--- config.mk ---
export PLATFORM = sky130hd
export DESIGN_NAME = tws_slave
export DESIGN_NICKNAME = d
export VERILOG_FILES = /design/src/rtl/tws_pkg.sv /design/src/rtl/tws_sync.sv /design/src/rtl/tws_cond.sv /design/src/rtl/tws_engine.sv /design/src/rtl/tws_slave.sv
export SDC_FILE = /design/constraint.sdc
export NUM_CORES = 1
export LEC_CHECK = 0
export BUFFER_PORTS_ARGS = -buffer_cell sky130_fd_sc_hd__buf_2
export CORE_AREA = 4 4 84 78
export CTS_CLUSTER_DIAMETER = 150
export DETAILED_ROUTE_END_ITERATION = 16
export DIE_AREA = 0 0 88 82
export GPL_ROUTABILITY_DRIVEN = 0
export MAX_ROUTING_LAYER = met4
export PLACE_DENSITY_LB_ADDON = 0.08
export SLEW_MARGIN = 20
export SYNTH_ARGS = -nofsm -noshare
export SYNTH_HDL_FRONTEND = slang
export SYNTH_SLANG_ARGS = --single-unit
export TNS_END_PERCENT = 10
--- constraint.sdc ---
create_clock -name clk -period 5.7 [get_ports clk]
set_input_delay 0.57 -clock clk [delete_from_list [all_inputs] [get_ports clk]]
set_output_delay 0.57 -clock clk [all_outputs]
set_load 0.01 [all_outputs]
--- src/rtl/tws_pkg.sv ---
package tws_pkg;

    localparam int BYTE_W = 8;
    localparam int CNT_W  = 4;

    typedef enum logic [2:0] {
        ST_IDLE = 3'd0,
        ST_ADDR = 3'd1,
        ST_AACK = 3'd2,
        ST_WR   = 3'd3,
        ST_WACK = 3'd4,
        ST_RD   = 3'd5,
        ST_RACK = 3'd6
    } tws_state_e;

endpackage

--- src/rtl/tws_sync.sv ---
module tws_sync #(
    parameter int WIDTH  = 2,
    parameter int STAGES = 2
) (
    input  logic             clk,
    input  logic             rst_n,
    input  logic [WIDTH-1:0] async_i,
    output logic [WIDTH-1:0] sync_o
);

    logic [WIDTH-1:0] stage_d [STAGES];
    logic [WIDTH-1:0] stage_q [STAGES];

    always_comb begin
        stage_d[0] = async_i;
        for (int i = 1; i < STAGES; i++) begin
            stage_d[i] = stage_q[i-1];
        end
    end

    generate
        for (genvar g = 0; g < STAGES; g++) begin : g_stage
            always_ff @(posedge clk or negedge rst_n) begin
                if (!rst_n) begin
                    stage_q[g] <= '1;
                end else begin
                    stage_q[g] <= stage_d[g];
                end
            end
        end
    endgenerate

    assign sync_o = stage_q[STAGES-1];

endmodule

--- src/rtl/tws_cond.sv ---
module tws_cond (
    input  logic clk,
    input  logic rst_n,
    input  logic scl_s,
    input  logic sda_s,
    output logic scl_rise_o,
    output logic scl_fall_o,
    output logic start_o,
    output logic stop_o
);

    typedef struct packed {
        logic scl;
        logic sda;
    } prev_t;

    prev_t prev_d, prev_q;

    always_comb begin
        prev_d.scl = scl_s;
        prev_d.sda = sda_s;
    end

    always_ff @(posedge clk or negedge rst_n) begin
        if (!rst_n) begin
            prev_q <= '1;
        end else begin
            prev_q <= prev_d;
        end
    end

    assign scl_rise_o = scl_s & ~prev_q.scl;
    assign scl_fall_o = ~scl_s & prev_q.scl;
    assign start_o    = scl_s & prev_q.scl & prev_q.sda & ~sda_s;
    assign stop_o     = scl_s & prev_q.scl & ~prev_q.sda & sda_s;

endmodule

--- src/rtl/tws_engine.sv ---
module tws_engine
    import tws_pkg::*;
#(
    parameter logic [6:0] DEV_ADDR = 7'h51,
    parameter int         PTR_W    = 4
) (
    input  logic              clk,
    input  logic              rst_n,
    input  logic              scl_lvl,
    input  logic              sda_lvl,
    input  logic              scl_rise,
    input  logic              scl_fall,
    input  logic              start_i,
    input  logic              stop_i,
    input  logic              sleep_i,
    input  logic [BYTE_W-1:0] rd_data_i,
    output logic              sda_oe_o,
    output logic              bus_activity_o,
    output logic              wr_en_o,
    output logic [PTR_W-1:0]  wr_addr_o,
    output logic [BYTE_W-1:0] wr_data_o,
    output logic [PTR_W-1:0]  rd_addr_o
);

    localparam logic [CNT_W-1:0] LAST_BIT = CNT_W'(BYTE_W);
    localparam logic [CNT_W-1:0] LAST_OUT = CNT_W'(BYTE_W - 1);

    typedef struct packed {
        tws_state_e        st;
        logic [CNT_W-1:0]  cnt;
        logic [BYTE_W-1:0] sh;
        logic [PTR_W-1:0]  ptr;
        logic              oe;
        logic              rd;
        logic              first;
        logic              mack;
        logic              wake;
        logic              act;
        logic              wr;
        logic [PTR_W-1:0]  wa;
        logic [BYTE_W-1:0] wd;
    } eng_t;

    eng_t r_d, r_q;

    always_comb begin
        r_d     = r_q;
        r_d.wr  = 1'b0;
        r_d.act = 1'b0;
        if (stop_i) begin
            r_d.st = ST_IDLE;
            r_d.oe = 1'b0;
        end else if (start_i) begin
            r_d.st  = ST_ADDR;
            r_d.cnt = '0;
            r_d.oe  = 1'b0;
            r_d.act = 1'b1;
            if (sleep_i) begin
                r_d.wake = 1'b1;
            end
        end else begin
            unique case (r_q.st)
                ST_IDLE: begin
                    r_d.oe = 1'b0;
                end
                ST_ADDR: begin
                    if (scl_rise) begin
                        r_d.sh  = {r_q.sh[BYTE_W-2:0], sda_lvl};
                        r_d.cnt = r_q.cnt + 1'b1;
                    end else if (scl_fall && r_q.cnt == LAST_BIT) begin
                        r_d.wake = 1'b0;
                        if (r_q.sh[BYTE_W-1:1] == DEV_ADDR && !r_q.wake) begin
                            r_d.oe = 1'b1;
                            r_d.rd = r_q.sh[0];
                            r_d.st = ST_AACK;
                        end else begin
                            r_d.st = ST_IDLE;
                        end
                    end
                end
                ST_AACK: begin
                    if (scl_fall) begin
                        r_d.cnt   = '0;
                        r_d.first = 1'b1;
                        if (r_q.rd) begin
                            r_d.sh = rd_data_i;
                            r_d.oe = ~rd_data_i[BYTE_W-1];
                            r_d.st = ST_RD;
                        end else begin
                            r_d.oe = 1'b0;
                            r_d.st = ST_WR;
                        end
                    end
                end
                ST_WR: begin
                    if (scl_rise) begin
                        r_d.sh  = {r_q.sh[BYTE_W-2:0], sda_lvl};
                        r_d.cnt = r_q.cnt + 1'b1;
                    end else if (scl_fall && r_q.cnt == LAST_BIT) begin
                        r_d.oe    = 1'b1;
                        r_d.st    = ST_WACK;
                        r_d.first = 1'b0;
                        if (r_q.first) begin
                            r_d.ptr = r_q.sh[PTR_W-1:0];
                        end else begin
                            r_d.wr  = 1'b1;
                            r_d.wa  = r_q.ptr;
                            r_d.wd  = r_q.sh;
                            r_d.ptr = r_q.ptr + 1'b1;
                        end
                    end
                end
                ST_WACK: begin
                    if (scl_fall) begin
                        r_d.oe  = 1'b0;
                        r_d.cnt = '0;
                        r_d.st  = ST_WR;
                    end
                end
                ST_RD: begin
                    if (scl_fall) begin
                        if (r_q.cnt == LAST_OUT) begin
                            r_d.oe   = 1'b0;
                            r_d.st   = ST_RACK;
                            r_d.ptr  = r_q.ptr + 1'b1;
                            r_d.mack = 1'b0;
                        end else begin
                            r_d.sh  = {r_q.sh[BYTE_W-2:0], 1'b0};
                            r_d.oe  = ~r_q.sh[BYTE_W-2];
                            r_d.cnt = r_q.cnt + 1'b1;
                        end
                    end
                end
                ST_RACK: begin
                    if (scl_rise) begin
                        r_d.mack = ~sda_lvl;
                    end else if (scl_fall) begin
                        if (r_q.mack) begin
                            r_d.sh  = rd_data_i;
                            r_d.oe  = ~rd_data_i[BYTE_W-1];
                            r_d.cnt = '0;
                            r_d.st  = ST_RD;
                        end else begin
                            r_d.st = ST_IDLE;
                        end
                    end
                end
                default: begin
                    r_d.st = ST_IDLE;
                    r_d.oe = 1'b0;
                end
            endcase
        end
    end

    always_ff @(posedge clk or negedge rst_n) begin
        if (!rst_n) begin
            r_q <= '{st: ST_IDLE, default: '0};
        end else begin
            r_q <= r_d;
        end
    end

    assign sda_oe_o       = r_q.oe;
    assign bus_activity_o = r_q.act;
    assign wr_en_o        = r_q.wr;
    assign wr_addr_o      = r_q.wa;
    assign wr_data_o      = r_q.wd;
    assign rd_addr_o      = r_q.ptr;

    // the pull-down only moves while the clock line is low
    assert_oe_scl_low_R11: assert property (@(posedge clk) disable iff (!rst_n)
        !$stable(r_q.oe) |-> !scl_lvl);

    // each write strobe lasts a single cycle
    assert_wr_single_R3: assert property (@(posedge clk) disable iff (!rst_n)
        r_q.wr |=> !r_q.wr);

    // a start condition always reopens the address phase
    assert_restart_addr_R10: assert property (@(posedge clk) disable iff (!rst_n)
        (start_i && !stop_i) |=> (r_q.st == ST_ADDR && r_q.cnt == '0));

    // an armed refusal leaves the bus released after the address byte
    assert_wake_refuse_R6: assert property (@(posedge clk) disable iff (!rst_n)
        (r_q.st == ST_ADDR && r_q.wake && scl_fall && r_q.cnt == LAST_BIT
         && !start_i && !stop_i) |=> (!r_q.oe && r_q.st == ST_IDLE && !r_q.wake));

    // a stop condition always lands in idle with SDA released
    assert_stop_idle_R9: assert property (@(posedge clk) disable iff (!rst_n)
        stop_i |=> (r_q.st == ST_IDLE && !r_q.oe));

endmodule

--- src/rtl/tws_slave.sv ---
module tws_slave
    import tws_pkg::*;
#(
    parameter logic [6:0] DEV_ADDR    = 7'h51,
    parameter int         PTR_W       = 4,
    parameter int         SYNC_STAGES = 2
) (
    input  logic              clk,
    input  logic              rst_n,
    input  logic              scl_i,
    input  logic              sda_i,
    output logic              sda_oe_o,
    input  logic              sleep_i,
    output logic              bus_activity_o,
    output logic              wr_en_o,
    output logic [PTR_W-1:0]  wr_addr_o,
    output logic [BYTE_W-1:0] wr_data_o,
    output logic [PTR_W-1:0]  rd_addr_o,
    input  logic [BYTE_W-1:0] rd_data_i
);

    logic [1:0] lines_s;
    logic       scl_rise, scl_fall, start_c, stop_c;

    tws_sync #(.WIDTH(2), .STAGES(SYNC_STAGES)) u_sync (
        .clk     (clk),
        .rst_n   (rst_n),
        .async_i ({scl_i, sda_i}),
        .sync_o  (lines_s)
    );

    tws_cond u_cond (
        .clk        (clk),
        .rst_n      (rst_n),
        .scl_s      (lines_s[1]),
        .sda_s      (lines_s[0]),
        .scl_rise_o (scl_rise),
        .scl_fall_o (scl_fall),
        .start_o    (start_c),
        .stop_o     (stop_c)
    );

    tws_engine #(.DEV_ADDR(DEV_ADDR), .PTR_W(PTR_W)) u_engine (
        .clk            (clk),
        .rst_n          (rst_n),
        .scl_lvl        (lines_s[1]),
        .sda_lvl        (lines_s[0]),
        .scl_rise       (scl_rise),
        .scl_fall       (scl_fall),
        .start_i        (start_c),
        .stop_i         (stop_c),
        .sleep_i        (sleep_i),
        .rd_data_i      (rd_data_i),
        .sda_oe_o       (sda_oe_o),
        .bus_activity_o (bus_activity_o),
        .wr_en_o        (wr_en_o),
        .wr_addr_o      (wr_addr_o),
        .wr_data_o      (wr_data_o),
        .rd_addr_o      (rd_addr_o)
    );

endmodule

; Yosys cells after proc, flatten, opt, wreduce, memory -nomap -nowiden
; Cells that the tools add are included.
[totals]
regBits = 44
input_bits = 13
out_inout_bits = 19
[op_classes]
n_addsub = 2
eq_ne = 44
muxes = 58
n_bitwise = 17
n_reduce_logical = 22
[ops]
columns = cell, n
row1 = 2-to-1 mux 13 bit, 5
row2 = 2-to-1 mux 15 bit, 3
row3 = 2-to-1 mux 12 bit, 3
row4 = "inequality test 4 x 3 -> 1 bit, second input constant", 9
row5 = AND reduction 11 bit, 3
row6 = case mux 8 bit (4 select lines), 1
row7 = 2-to-1 mux 3 bit, 8
row8 = AND reduction 6 bit, 4
row9 = case mux 3 bit (7 select lines), 1
row10 = 2-to-1 mux 20 bit, 1
row11 = case mux 4 bit (5 select lines), 1
row12 = 2-to-1 mux 1 bit, 19
row13 = "inequality test 2 x 1 -> 1 bit, second input constant", 9
row14 = "inequality test 3 x 2 -> 1 bit, second input constant", 5
row15 = 2-to-1 mux 14 bit, 1
row16 = 2-to-1 mux 7 bit, 2
row17 = "inequality test 4 bit, second input constant", 3
row18 = 2-to-1 mux 5 bit, 2
row19 = "inequality test 2 bit, second input constant", 5
row20 = inverter 1 bit, 10
row21 = AND reduction 10 bit, 1
row22 = nonzero test 2 bit, 5
row23 = "equality test 3 bit, second input constant", 3
row24 = "inequality test 3 bit, second input constant", 3
row25 = other kinds (22), 36

; Logic depth before layout (Yosys ltp)
; Gate-level depths: netlist (run 1).
[logic_depth]
word_depth = 8
depth_mapped = 8

; By module
; Synthesis (run 1) repeated with hierarchy kept, for this count alone.
[unflattened]
cells_unflattened = 246
area_unflattened_um2 = 2473.6
[by_module_without_submodules]
columns = mod, instances, cells_per_inst, area_per_inst_um2, seq_area_each_um2
row1 = tws_engine, 1, 236, 2283.4, 950.9
row2 = tws_sync, 1, 4, 105.1, 105.1
row3 = tws_cond, 1, 6, 85.1, 52.6

; Worst setup path before layout (run 1)
; OpenSTA, ideal clock, no wires.
[synth_timing]
path_type = reg2reg
start = register u_cond.prev_q[1] (netlist bit)
end = register u_engine.r_q[23] (netlist bit)
arrival_ps = 1784
required_time_ps = 5575
path_slack_ps = 3791
stages_incl_launch_ff = 8
n_path_buf = 3
period_less_slack_ps = 1909
path_cell_list = dfstp_2 buf_4 nor2b_1 buf_4 nand3b_1 a2111o_1 buf_2 mux2_2
[synth_via]
elab_chain_len = 5
word_cells_on_any_way = 16
cone_classes = 5 x eq/ne / 10 x bitwise / 1 x reduce/logical
[synth_rtl]
columns = item, line
row1 = from (decl), tws_cond.sv:17  ; prev_t prev_d, prev_q;
row2 = from (signal assigned), tws_cond.sv:28  ; prev_q <= prev_d;
row3 = bitwise AND 1 bit, "tws_cond.sv:34, tws_cond.sv:35"
row4 = bitwise AND 1 bit (on tied branches) (2 in series), "tws_cond.sv:35, tws_cond.sv:34"
row5 = inverter 1 bit (no source line), --
row6 = AND reduction 11 bit (no source line) (*), --
row7 = to (signal assigned), tws_engine.sv:160  ; r_q <= r_d;
row8 = to (decl), tws_engine.sv:44  ; eng_t r_d, r_q;
; Mark *: on every way between the ends. The rest lies on a longest branch, timed or not.
; A chain may end at the register's enable or synchronous reset.

; Worst setup path in the final report (run 1)
[layout_timing]
start = register u_cond.prev_q[1] (netlist bit)
end = register u_engine.r_q[29] (netlist bit)
; The elaborated chain is that of the path after synthesis.

==> flow_metrics.py, run 1 <==
metrics = {
    "grt": {
        "grt_use_total": 0.168,
        "antenna_found_initial": 0,
        "wire_length_of_the_first_global_routing_pass_um": 9070,
        "overflow": 0,
        "first_global_vias": 1713,
        "grt_max_degree": 45,
    },
    "routing": {
        "detail_route.wl_per_cell_um": 15.9,
        "detail_route.drc_violations": 0,
        "met2_wirelength_from_detailed_routing_um": 2180,
        "detail_route.wirelength_um": 5350,
        "firstDrtPassIters": 4,
        "dr.max_layer_used": "met4",
        "detail-route-antenna-nets": 0,
        "wl_met1_um": 2880,
        "number_of_drc_markers_in_iteration_0": 145,
        "via_count_normalized_by_instance_count": 5.47,
        "met3RoutedLength_um": 236,
        "route.vias.total": 1838,
    },
    "placed_design": {
        "post-place-cells": 328,
        "numPortBuffers": 31,
        "place_hpwl_um": 3730,
    },
    "floorplanning": {
        "initial_utilization": 0.432,
        "chipWidth_um": 88,
        "row_count": 26,
        "design.portCount": 32,
        "die_h_um": 82,
        "placeableCoreArea_um2": 5630,
        "die-area_um2": 7220,
    },
    "setup_path": {
        "critical-path-max-stage-delay_ns": 0.64,
        "crit_type": "reg2reg",
        "critical-path-slowest-cell": "sky130_fd_sc_hd__dfstp_2",
        "critPathLaunchType": "flop",
        "worst-endpoint-required_ns": 5.89,
        "worst-path-max-fanout": 9,
        "startpoint": "u_cond.prev_q[1]",
        "path_cells": "nor2b_1 > nand3b_1 > a2111o_1 > mux2_2",
        "critical_path.reg2reg.startpoint": "u_cond.prev_q[1]",
        "timing.critical_path.to_type": "flop",
        "cp_data_arrival_time_ns": 2.45,
    },
    "hold_path": {
        "worstHoldPathType": "in2async",
    },
    "clock_tree": {
        "cts_made_buffers": 5,
        "cts.clk_slew.worst_paths_ns": 0.08,
        "ctsRootBufferMaster": "sky130_fd_sc_hd__clkbuf_8",
        "postCtsResizedCells": 0,
        "cts_max_path_buffers": 2,
        "post_cts_buffers": 0,
        "cts_hold_buffers": 0,
        "cts.sink_count": 44,
        "tritoncts": "built",
        "cts_htree_levels": 2,
        "worstSkewPairLatency_ns": 0.29,
    },
    "finish": {
        "fin_nets": 281,
        "layout_commonest_cell": "sky130_fd_sc_hd__nand2_1",
        "most-common-layout-cells": "sky130_fd_sc_hd__nand2_1, sky130_fd_sc_hd__dfrtp_1, sky130_fd_sc_hd__buf_2",
        "synthToLayoutAreaGrowth_pct": 7.16,
        "final_cell_count_no_fill": 336,
        "diodes": 0,
        "drive_above_1_share": 0.248,
    },
    "timing": {
        "unrepaired_setup_endpoints_after_global_routing": "no",
        "relSlewSlack": 0.555,
        "fin_worst_skew_ns": 0.00556,
        "whs_ns": 0.261,
        "setup-violations-final": 0,
        "maxSlewViolCount": 0,
        "timing_hold_violations_final": 0,
        "final_sum_of_negative_setup_slack_ns": 0,
        "layout_worst_path_cycle_share": 0.396,
        "max_freq_mhz": 443,
        "finalWorstPathRequiredPeriod_ns": 2.26,
        "worst_pin_slew_ns": 0.666,
    },
    "power_and_ir_drop": {
        "power.internal_uw": 564,
        "pwr-share-clk": 0.297,
        "worst_ir_drop_vdd_v": 0.000195,
        "p_sw_frac": 0.296,
        "power.net_switching_uw": 237,
        "power_frac_seq": 0.525,
        "power.density_cell_area_nw_per_um2": 308,
        "p_leak_nw": 1.24,
        "p_comb_frac": 0.177,
    },
    "synthesis": {
        "yosys.area_share.adder": 0.0154,
        "synth-edff-count": 0,
        "seq_area_frac_synth": 0.456,
        "ys_dominant_reg_cell": "sky130_fd_sc_hd__dfrtp_1",
        "syn_inst": 254,
        "post_synth_mux_area_share": 0.0824,
        "dominant_combinational_cell_family_by_area_after_synthesis": "simple AND/OR/NAND/NOR gates",
        "synth_compound_area_frac": 0.144,
        "yosysUniqueCellTypes": 49,
        "yosys.area_share.xor_xnor": 0.00360,
        "synth_largest_area_cell": "sky130_fd_sc_hd__dfrtp_1",
        "postSynthRegisterBits": 44,
        "syn_nets": 270,
        "yosys.area_share.simple": 0.211,
        "synthesis.area_per_instance_um2": 9.57,
        "fraction_of_synthesized_cell_area_taken_by_the_top_area_cell_type": 0.391,
        "synth_warnings": 0,
        "syn_area_um2": 2430,
        "fraction_of_synthesis_flops_using_an_asynchronous_set_or_reset_pin": 1.00,
        "synth.top_cells.by_area": "sky130_fd_sc_hd__dfrtp_1, sky130_fd_sc_hd__mux2_2, sky130_fd_sc_hd__nand2_1, sky130_fd_sc_hd__dfstp_2, sky130_fd_sc_hd__buf_4",
    },
    "job": {
        "max_capacitance_violation_count": 0,
    },
    "run_status": {
        "run_status": "finished, final reports clean",
    },
}
-- layout make-up --
type,count,area [um2]
Fill cell,556,3020
Sequential cell,44,1110
Multi-Input combinational cell,175,1110
Timing Repair Buffer,32,165
Tap cell,70,87.6
Clock buffer,6,72.6
Clock inverter,2,35.0
Inverter,7,26.3
-- kinds of logic after synthesis --
family / Yosys count
AND/OR/NAND/NOR: 101
AO/OA/AOI/OAI: 52
flip-flops: 44
buffers and inverters: 35
multiplexers: 18
adder cells (fa/ha/maj): 3
XOR/XNOR: 1
-- power groups by stage --
stage / Clock (mW) / Combinational, mW / Sequential (mW)
after floorplan: 0 / 0.118 / 0.398
after CTS: 0.244 / 0.143 / 0.420
after global placement: 0 / 0.142 / 0.425
after detailed placement: 0 / 0.143 / 0.426
after global routing: 0.258 / 0.156 / 0.430
final: 0.238 / 0.142 / 0.421
-- cell usage after synthesis (2+ instances only) --
library cell	count
sky130_fd_sc_hd__nand3_1	4
sky130_fd_sc_hd__buf_2	4
sky130_fd_sc_hd__o31a_1	3
sky130_fd_sc_hd__and3_1	2
sky130_fd_sc_hd__a2111o_1	2
sky130_fd_sc_hd__o211ai_1	2
sky130_fd_sc_hd__ha_1	3
sky130_fd_sc_hd__a31oi_1	4
sky130_fd_sc_hd__nor2_1	13
sky130_fd_sc_hd__o31ai_1	3
sky130_fd_sc_hd__a41o_1	2
sky130_fd_sc_hd__o22a_1	2
sky130_fd_sc_hd__a211oi_1	4
sky130_fd_sc_hd__nand2_1	48
sky130_fd_sc_hd__clkbuf_1	4
sky130_fd_sc_hd__o21ai_0	8
sky130_fd_sc_hd__dfrtp_1	38
sky130_fd_sc_hd__or3_1	2
sky130_fd_sc_hd__dfstp_2	6
sky130_fd_sc_hd__o21a_1	2
sky130_fd_sc_hd__nand4_1	5
sky130_fd_sc_hd__nor2b_1	5
sky130_fd_sc_hd__buf_4	18
sky130_fd_sc_hd__inv_1	7
sky130_fd_sc_hd__nand3b_1	4
sky130_fd_sc_hd__nand2b_1	3
sky130_fd_sc_hd__mux2_2	16
sky130_fd_sc_hd__nor3b_1	3
sky130_fd_sc_hd__o22ai_1	2
sky130_fd_sc_hd__mux2i_1	2
sky130_fd_sc_hd__a21oi_1	13
sky130_fd_sc_hd__nor3_1	3
-- critical path, delay by kind of cell, from the launching register on --
| kind | cells | cell delay [ns] |
|---|---|---|
| flip-flops | 1 | 0.64 |
| multiplexers | 1 | 0.33 |
| AO/OA/AOI/OAI | 1 | 0.59 |
| AND/OR/NAND/NOR | 2 | 0.60 |
-- routing by layer --
layer / vias up / GRT usage
li1: 907 / -
met1: 879 / 0.261
met2: 45 / 0.215
met3: 7 / 0.0311
met4: 0 / 0.0537
met5: - / -
-- path summary, 6_finish.rpt --
path | end | slack, ns | cells past startpoint
setup / recovery | u_engine.r_q[29] | 3.44 | 4
hold / removal | u_engine.r_q[31] | 0.26 | 1
setup reg to reg | u_engine.r_q[29] | 3.44 | 4
hold reg to reg | u_sync.sync_o[0] | 0.36 | 0
max in group asynchronous | u_sync.stage_d[1] | 5.06 | 1
min in group clk | u_sync.sync_o[0] | 0.36 | 0
-- per-stage QoR --
| stage | setup slack, ns | util | total power [mW] | cell area (um2) |
|---|---|---|---|---|
| floorplan | 3.79 | - | 0.515 | 2430 |
| global placement | 3.55 | 0.443 | 0.567 | 2490 |
| detailed placement | 3.47 | 0.443 | 0.569 | 2490 |
| CTS | 3.47 | 0.462 | 0.807 | 2600 |
| global route | 3.27 | 0.463 | 0.844 | 2600 |
| finish | 3.44 | 0.463 | 0.801 | 2600 |
-- flip-flops by register name, indices dropped and copies added, names as in the netlist --
| name | flops |
|---|---|
| u_engine.sda_oe_o | 1 |
| u_engine.wr_data_o | 8 |
| u_cond.prev_q | 2 |
| u_engine.wr_en_o | 1 |
| u_engine.r_q | 19 |
| u_sync.sync_o | 2 |
| u_engine.bus_activity_o | 1 |
| u_engine.rd_addr_o | 4 |
| u_sync.stage_d | 2 |
| u_engine.wr_addr_o | 4 |
Power figures use the tool's default switching activity.
==> run 2: changes to the inputs <==
--- a/config.mk
+++ b/config.mk
@@ -5,11 +5,12 @@
 export SDC_FILE = /design/constraint.sdc
 export NUM_CORES = 1
 export LEC_CHECK = 0
+export ABC_AREA = 1
 export BUFFER_PORTS_ARGS = -buffer_cell sky130_fd_sc_hd__buf_2
-export CORE_AREA = 4 4 84 78
+export CORE_AREA = 4 4 89 82
 export CTS_CLUSTER_DIAMETER = 150
 export DETAILED_ROUTE_END_ITERATION = 16
-export DIE_AREA = 0 0 88 82
+export DIE_AREA = 0 0 93 86
 export GPL_ROUTABILITY_DRIVEN = 0
 export MAX_ROUTING_LAYER = met4
 export PLACE_DENSITY_LB_ADDON = 0.08
==> constraint.sdc (replaced) <==
create_clock -name clk -period 2.3 [get_ports clk]
set_input_delay 0.23 -clock clk [delete_from_list [all_inputs] [get_ports clk]]
set_output_delay 0.23 -clock clk [all_outputs]
set_load 0.01 [all_outputs]
==> run 2 against run 1 <==
- clock power rose to 2.6 times the previous value
- flip-flop and latch count is the same
- die area increased by 11%
- first-iteration DRC count decreased by 12%
- via count grew 24%
- clock-buffer cell count is 1 lower
- synthesized cell count grew 50%
- combinational power is 87% higher
- routed wire length grew 11%
- critical endpoint is now u_engine.wr_data_o[7]
- largest cell class is now multi-input combinational cells
- largest power group unchanged
==> flow_metrics.py, run 2 <==
metrics = {
    "clock_tree": {
        "cts_htree_levels": 2,
        "cts_max_path_buffers": 2,
        "post_cts_buffers": 0,
        "tritoncts": "built",
        "cts.sink_count": 44,
        "cts.clk_slew.worst_paths_ns": 0.09,
        "cts_made_buffers": 5,
        "ctsRootBufferMaster": "sky130_fd_sc_hd__clkbuf_8",
        "worstSkewPairLatency_ns": 0.30,
    },
    "timing": {
        "whs_ns": 0.0210,
        "layout_worst_path_cycle_share": 0.860,
        "unrepaired_setup_endpoints_after_global_routing": "no",
        "setup-violations-final": 0,
        "timing_hold_violations_final": 0,
        "relSlewSlack": 0.455,
        "final_sum_of_negative_setup_slack_ns": 0,
        "finalWorstPathRequiredPeriod_ns": 1.98,
        "worst_pin_slew_ns": 0.817,
        "maxSlewViolCount": 0,
        "fin_worst_skew_ns": 0.00666,
        "max_freq_mhz": 505,
        "setup_ws_ns": 0.321,
    },
    "finish": {
        "final_cell_count_no_fill": 490,
        "fillers": 689,
        "drive_above_1_share": 0.185,
        "largest_register_ffs": 19,
        "synthToLayoutAreaGrowth_pct": 8.92,
        "registers.top_by_ff_count": "u_engine.r_q",
        "layout_commonest_cell": "sky130_fd_sc_hd__nand2_1",
        "fin_nets": 415,
        "most-common-layout-cells": "sky130_fd_sc_hd__nand2_1, sky130_fd_sc_hd__inv_1, sky130_fd_sc_hd__dfrtp_1",
        "register_area_um2": 1110,
        "multiInputGateArea_um2": 1210,
        "post-route-cell-area_um2": 2990,
        "diodes": 0,
        "layout.core_utilization": 0.464,
    },
    "floorplanning": {
        "chipWidth_um": 93,
        "row_count": 28,
        "die-area_um2": 8000,
        "placeableCoreArea_um2": 6450,
        "design.portCount": 32,
        "die_h_um": 86,
        "initial_utilization": 0.426,
    },
    "setup_path": {
        "worst-endpoint-required_ns": 2.49,
        "crit_type": "reg2reg",
        "timing.critical_path.to_type": "flop",
        "worst-path-max-fanout": 24,
        "startpoint": "u_engine.r_q[31]",
        "reg2reg_depth": 9,
        "cp_data_arrival_time_ns": 2.17,
        "critPathLaunchType": "flop",
        "critical_path.reg2reg.startpoint": "u_engine.r_q[31]",
        "worst-r2r-setup-slack_ns": 0.32,
        "regToRegEndpoint": "u_engine.wr_data_o[7]",
    },
    "grt": {
        "first_global_vias": 2152,
        "grt_max_degree": 25,
        "wire_length_of_the_first_global_routing_pass_um": 10100,
        "antenna_found_initial": 0,
        "grt_use_total": 0.164,
        "overflow": 0,
    },
    "synthesis": {
        "synthMostInstantiatedCell": "sky130_fd_sc_hd__nand2_1",
        "syn_inst": 380,
        "syn_area_um2": 2750,
        "synth_warnings": 0,
        "synthesis.area_per_instance_um2": 7.23,
        "synth-edff-count": 0,
        "postSynthRegisterBits": 44,
        "synth_largest_area_cell": "sky130_fd_sc_hd__dfrtp_1",
        "seq_area_frac_synth": 0.403,
        "fraction_of_synthesized_cell_area_taken_by_the_top_area_cell_type": 0.346,
        "synth.top_cells.by_area": "sky130_fd_sc_hd__dfrtp_1, sky130_fd_sc_hd__nand2_1, sky130_fd_sc_hd__inv_1, sky130_fd_sc_hd__dfstp_2, sky130_fd_sc_hd__nand3_1",
        "fraction_of_synthesis_flops_using_an_asynchronous_set_or_reset_pin": 1.00,
        "synth_commonest_cells": "sky130_fd_sc_hd__nand2_1, sky130_fd_sc_hd__inv_1, sky130_fd_sc_hd__dfrtp_1",
        "yosysUniqueCellTypes": 29,
        "ys_dominant_reg_cell": "sky130_fd_sc_hd__dfrtp_1",
        "syn_nets": 396,
    },
    "routing": {
        "route.vias.total": 2274,
        "detail-route-antenna-nets": 0,
        "number_of_drc_markers_in_iteration_0": 128,
        "firstDrtPassIters": 4,
        "via_count_normalized_by_instance_count": 4.64,
        "detail_route.wirelength_um": 5920,
        "detail_route.wl_per_cell_um": 12.1,
        "detail_route.drc_violations": 0,
    },
    "hold_path": {
        "worstHoldPathType": "in2reg",
        "timing.hold.worst.start": "sda_i",
        "worstHoldEndpoint": "u_sync.stage_d[0]",
        "worst_hold_path.num_cells": 1,
    },
    "placed_design": {
        "detailed_place.area_um2": 2870,
        "numPortBuffers": 31,
        "place_worst_setup_slack_ns": 0.333,
        "post-place-cells": 481,
        "place_hpwl_um": 4490,
    },
    "power_and_ir_drop": {
        "total_power_mw": 1.86,
        "worst_ir_drop_vdd_v": 0.000280,
        "p_leak_nw": 1.77,
        "power.density_cell_area_nw_per_um2": 621,
    },
    "job": {
        "max_capacitance_violation_count": 0,
    },
    "run_status": {
        "run_status": "finished, final reports clean",
    },
}
-- run 2: cell count changes after synthesis, moves of 6 or more --
cell / before / now
sky130_fd_sc_hd__nand3_1: 4 / 29
sky130_fd_sc_hd__mux2_2: 16 / 0
sky130_fd_sc_hd__nand4_1: 5 / 11
sky130_fd_sc_hd__nor2_1: 13 / 32
sky130_fd_sc_hd__nand2_1: 48 / 116
sky130_fd_sc_hd__o21ai_1: 1 / 10
sky130_fd_sc_hd__a21oi_1: 13 / 4
sky130_fd_sc_hd__inv_1: 7 / 60
-- run 2: cell type report --
class / count / area share
clock buffers: 5 / 0.0230
multi-input cells: 248 / 0.405
flip-flops and latches: 44 / 0.370
inverters: 65 / 0.0815
well taps: 90 / 0.0376
repair buffers: 35 / 0.0669
clock inverters: 3 / 0.0155
-- run 2: repair_timing --
| action | CTS | global route |
|---|---|---|
| resized for setup | 0 | 0 |
| hold buffers | 1 | 0 |
| endpoints found under the hold margin | 21 | 0 |
-- run 2: per-layer routing --
layer  up-vias  track usage  wire (um)
met3         8       0.0333        274
met4         0       0.0519         86
met5         -            -          0
li1       1201            -          -
met1      1010        0.207       2830
met2        55        0.265       2730
-- run 2: cells by family after synthesis --
family,after synthesis,synth area share
simple gates,206,0.336
flops,44,0.403
compound gates,35,0.0787
buf+inv,88,0.155
fa+ha+maj,3,0.0137
xor+xnor,4,0.0127
-- run 2: critical path, stage by stage, from the launching register on --
cell                      delay [ns]
sky130_fd_sc_hd__dfrtp_1        0.42
sky130_fd_sc_hd__inv_1          0.06
sky130_fd_sc_hd__ha_1           0.20
sky130_fd_sc_hd__nand3_1        0.13
sky130_fd_sc_hd__nor2_4         0.05
sky130_fd_sc_hd__nand2_2        0.08
sky130_fd_sc_hd__or2_1          0.65
sky130_fd_sc_hd__nand2_1        0.14
sky130_fd_sc_hd__o21ai_2        0.09
sky130_fd_sc_hd__inv_1          0.06
-- run 2: worst max-delay path by stage --
stage,endpoint,slack [ns],cells after the start
3_3_place_gp,u_engine.wr_data_o[7],0.37,9
4_1_cts,u_engine.wr_data_o[7],0.31,9
3_5_place_dp,u_engine.wr_data_o[7],0.33,9
6_report,u_engine.wr_data_o[7],0.32,9
2_1_floorplan,u_engine.wr_addr_o[0],0.69,10
5_1_grt,u_engine.wr_data_o[6],0.13,9
-- run 2: power breakdown --
part	switching [mW]	internal (mW)
sequential	0.107	0.861
clock	0.297	0.328
combinational	0.170	0.0958
==> run 3: changes to the inputs <==
--- a/config.mk
+++ b/config.mk
@@ -6,7 +6,7 @@
 export NUM_CORES = 1
 export LEC_CHECK = 0
 export ABC_AREA = 1
-export BUFFER_PORTS_ARGS = -buffer_cell sky130_fd_sc_hd__buf_2
+export BUFFER_PORTS_ARGS = -buffer_cell sky130_fd_sc_hd__clkbuf_2
 export CORE_AREA = 4 4 89 82
 export CTS_CLUSTER_DIAMETER = 150
 export DETAILED_ROUTE_END_ITERATION = 16
==> run 3 against run 2 <==
- the flow now finishes with violations (negative hold slack)
- clock skew fell by 0.0016 ns
- global-route usage rose by 0.42 points
- sequential power rose by 0.5%
- setup slack got worse by 0.010 ns
- hold slack got worse by 0.023 ns
- clock power rose by 2%
- die area did not move
- cell area rose by 0.13%
- register-to-register slack barely moved
- flip-flop and latch count did not move
- largest cell class unchanged
==> flow_metrics.py, run 3 (same netlist as run 2, synthesis figures left out) <==
metrics = {
    "grt": {
        "antenna_found_initial": 0,
        "grt_use_total": 0.168,
        "gr_layer_usage_met3": 0.0342,
        "global_route.peak_usage_layer": "met2",
        "grt_max_degree": 45,
        "groute.layer.met2.usage": 0.262,
        "overflow": 0,
        "first_global_vias": 2133,
        "wire_length_of_the_first_global_routing_pass_um": 10400,
        "globalRouteMet1Util": 0.224,
    },
    "clock_tree": {
        "postCtsResizedCells": 0,
        "cts.sink_count": 44,
        "tritoncts": "built",
        "post_cts_buffers": 0,
        "cts_made_buffers": 5,
        "cts_max_path_buffers": 2,
        "ctsRootBufferMaster": "sky130_fd_sc_hd__clkbuf_8",
        "cts.clk_slew.worst_paths_ns": 0.09,
        "worstSkewPairLatency_ns": 0.30,
        "cts_htree_levels": 2,
    },
    "hold_path": {
        "worstHoldPathType": "in2async",
    },
    "timing": {
        "final_sum_of_negative_setup_slack_ns": 0,
        "setup_ws_ns": 0.311,
        "unrepaired_setup_endpoints_after_global_routing": "no",
        "layout_worst_path_cycle_share": 0.865,
        "whs_ns": -0.00190,
        "relSlewSlack": 0.454,
        "fin_worst_skew_ns": 0.00503,
        "maxSlewViolCount": 0,
        "finalWorstPathRequiredPeriod_ns": 1.99,
        "worst_pin_slew_ns": 0.819,
        "max_freq_mhz": 503,
        "timing_hold_violations_final": 1,
        "setup-violations-final": 0,
    },
    "routing": {
        "detail_route.drc_violations": 0,
        "firstDrtPassIters": 4,
        "number_of_drc_markers_in_iteration_0": 185,
        "route.vias.total": 2262,
        "detail_route.wl_per_cell_um": 12.2,
        "detail_route.wirelength_um": 6000,
        "via_count_normalized_by_instance_count": 4.61,
        "detail-route-antenna-nets": 0,
    },
    "run_status": {
        "run_status": "complete, but fails checks",
        "violated_checks": "negative hold slack",
    },
    "setup_path": {
        "worst-endpoint-required_ns": 2.50,
        "worst-path-max-fanout": 24,
        "timing.critical_path.to_type": "flop",
        "critPathLaunchType": "flop",
        "crit_type": "reg2reg",
        "cp_data_arrival_time_ns": 2.19,
    },
    "floorplanning": {
        "chipWidth_um": 93,
        "initial_utilization": 0.426,
        "die_h_um": 86,
        "design.portCount": 32,
        "placeableCoreArea_um2": 6450,
        "die-area_um2": 8000,
        "row_count": 28,
    },
    "finish": {
        "most-common-layout-cells": "sky130_fd_sc_hd__nand2_1, sky130_fd_sc_hd__inv_1, sky130_fd_sc_hd__dfrtp_1",
        "drive_above_1_share": 0.185,
        "registers.top_by_ff_count": "u_engine.r_q",
        "fillers": 685,
        "multiInputGateArea_um2": 1210,
        "fin_nets": 416,
        "register_area_um2": 1110,
        "layout_commonest_cell": "sky130_fd_sc_hd__nand2_1",
        "diodes": 0,
        "synthToLayoutAreaGrowth_pct": 9.06,
        "largest_register_ffs": 19,
        "final_cell_count_no_fill": 491,
    },
    "power_and_ir_drop": {
        "worst_ir_drop_vdd_v": 0.000301,
        "p_leak_nw": 1.76,
        "power.density_cell_area_nw_per_um2": 626,
    },
    "placed_design": {
        "place_worst_setup_slack_ns": 0.345,
        "numPortBuffers": 31,
        "post-place-cells": 481,
        "place_hpwl_um": 4400,
    },
    "job": {
        "max_capacitance_violation_count": 0,
    },
}
-- run 3: report_power, final --
part | switching (mW) | internal [mW]
Clock | 0.284 | 0.356
Combinational | 0.171 | 0.0949
Sequential | 0.111 | 0.861
-- run 3: cell type report --
cell class	count	share of cell area
Timing Repair Buffer	36	0.0659
Tap cell	90	0.0376
Sequential cell	44	0.370
Inverter	65	0.0814
Multi-Input combinational cell	248	0.405
Clock inverter	2	0.0129
Clock buffer	6	0.0275
-- run 3: critical path, stage by stage, from the launching register on --
cell and delay [ns]:
sky130_fd_sc_hd__dfrtp_1 0.41, sky130_fd_sc_hd__inv_1 0.07, sky130_fd_sc_hd__ha_1 0.22, sky130_fd_sc_hd__nand3_1 0.13
sky130_fd_sc_hd__nor2_4 0.05, sky130_fd_sc_hd__nand2_2 0.08, sky130_fd_sc_hd__or2_1 0.65, sky130_fd_sc_hd__nand2_1 0.14
sky130_fd_sc_hd__o21ai_2 0.09, sky130_fd_sc_hd__inv_1 0.06
-- run 3: per-stage QoR --
stage	hold WS [ns]	utilization	total power, mW	area (um2)
floorplan	-0.0656	-	1.14	2750
global placement	0.320	0.443	1.25	2860
detailed placement	0.320	0.443	1.25	2860
CTS	0.0254	0.465	1.91	3000
global route	0.0507	0.465	2.00	3000
finish	-0.00190	0.465	1.88	3000
-- run 3: layer usage --
layer	part of all wire	vias up
li1	-	1200
met4	0.0077	0
met2	0.46	54
met5	0	-
met1	0.48	1004
met3	0.052	4
-- run 3: worst paths after layout --
kind,cells past startpoint,slack (ns),to,from
max,9,0.31,u_engine.wr_data_o[7],u_engine.r_q[31]
min,2,-0.002,u_engine.wr_data_o[5],rst_n
max reg2reg,9,0.31,u_engine.wr_data_o[7],u_engine.r_q[31]
min reg2reg,0,0.36,u_sync.sync_o[1],u_sync.stage_d[1]
max in group asynchronous,2,1.92,u_cond.prev_q[0],rst_n
min in group clk,5,0.26,u_engine.r_q[14],sleep_i
-- run 3: what timing repair did --
item,in CTS,in global routing
hold buffers,2,0
endpoints found under the hold margin,2,0
setup endpoints to repair,0,0
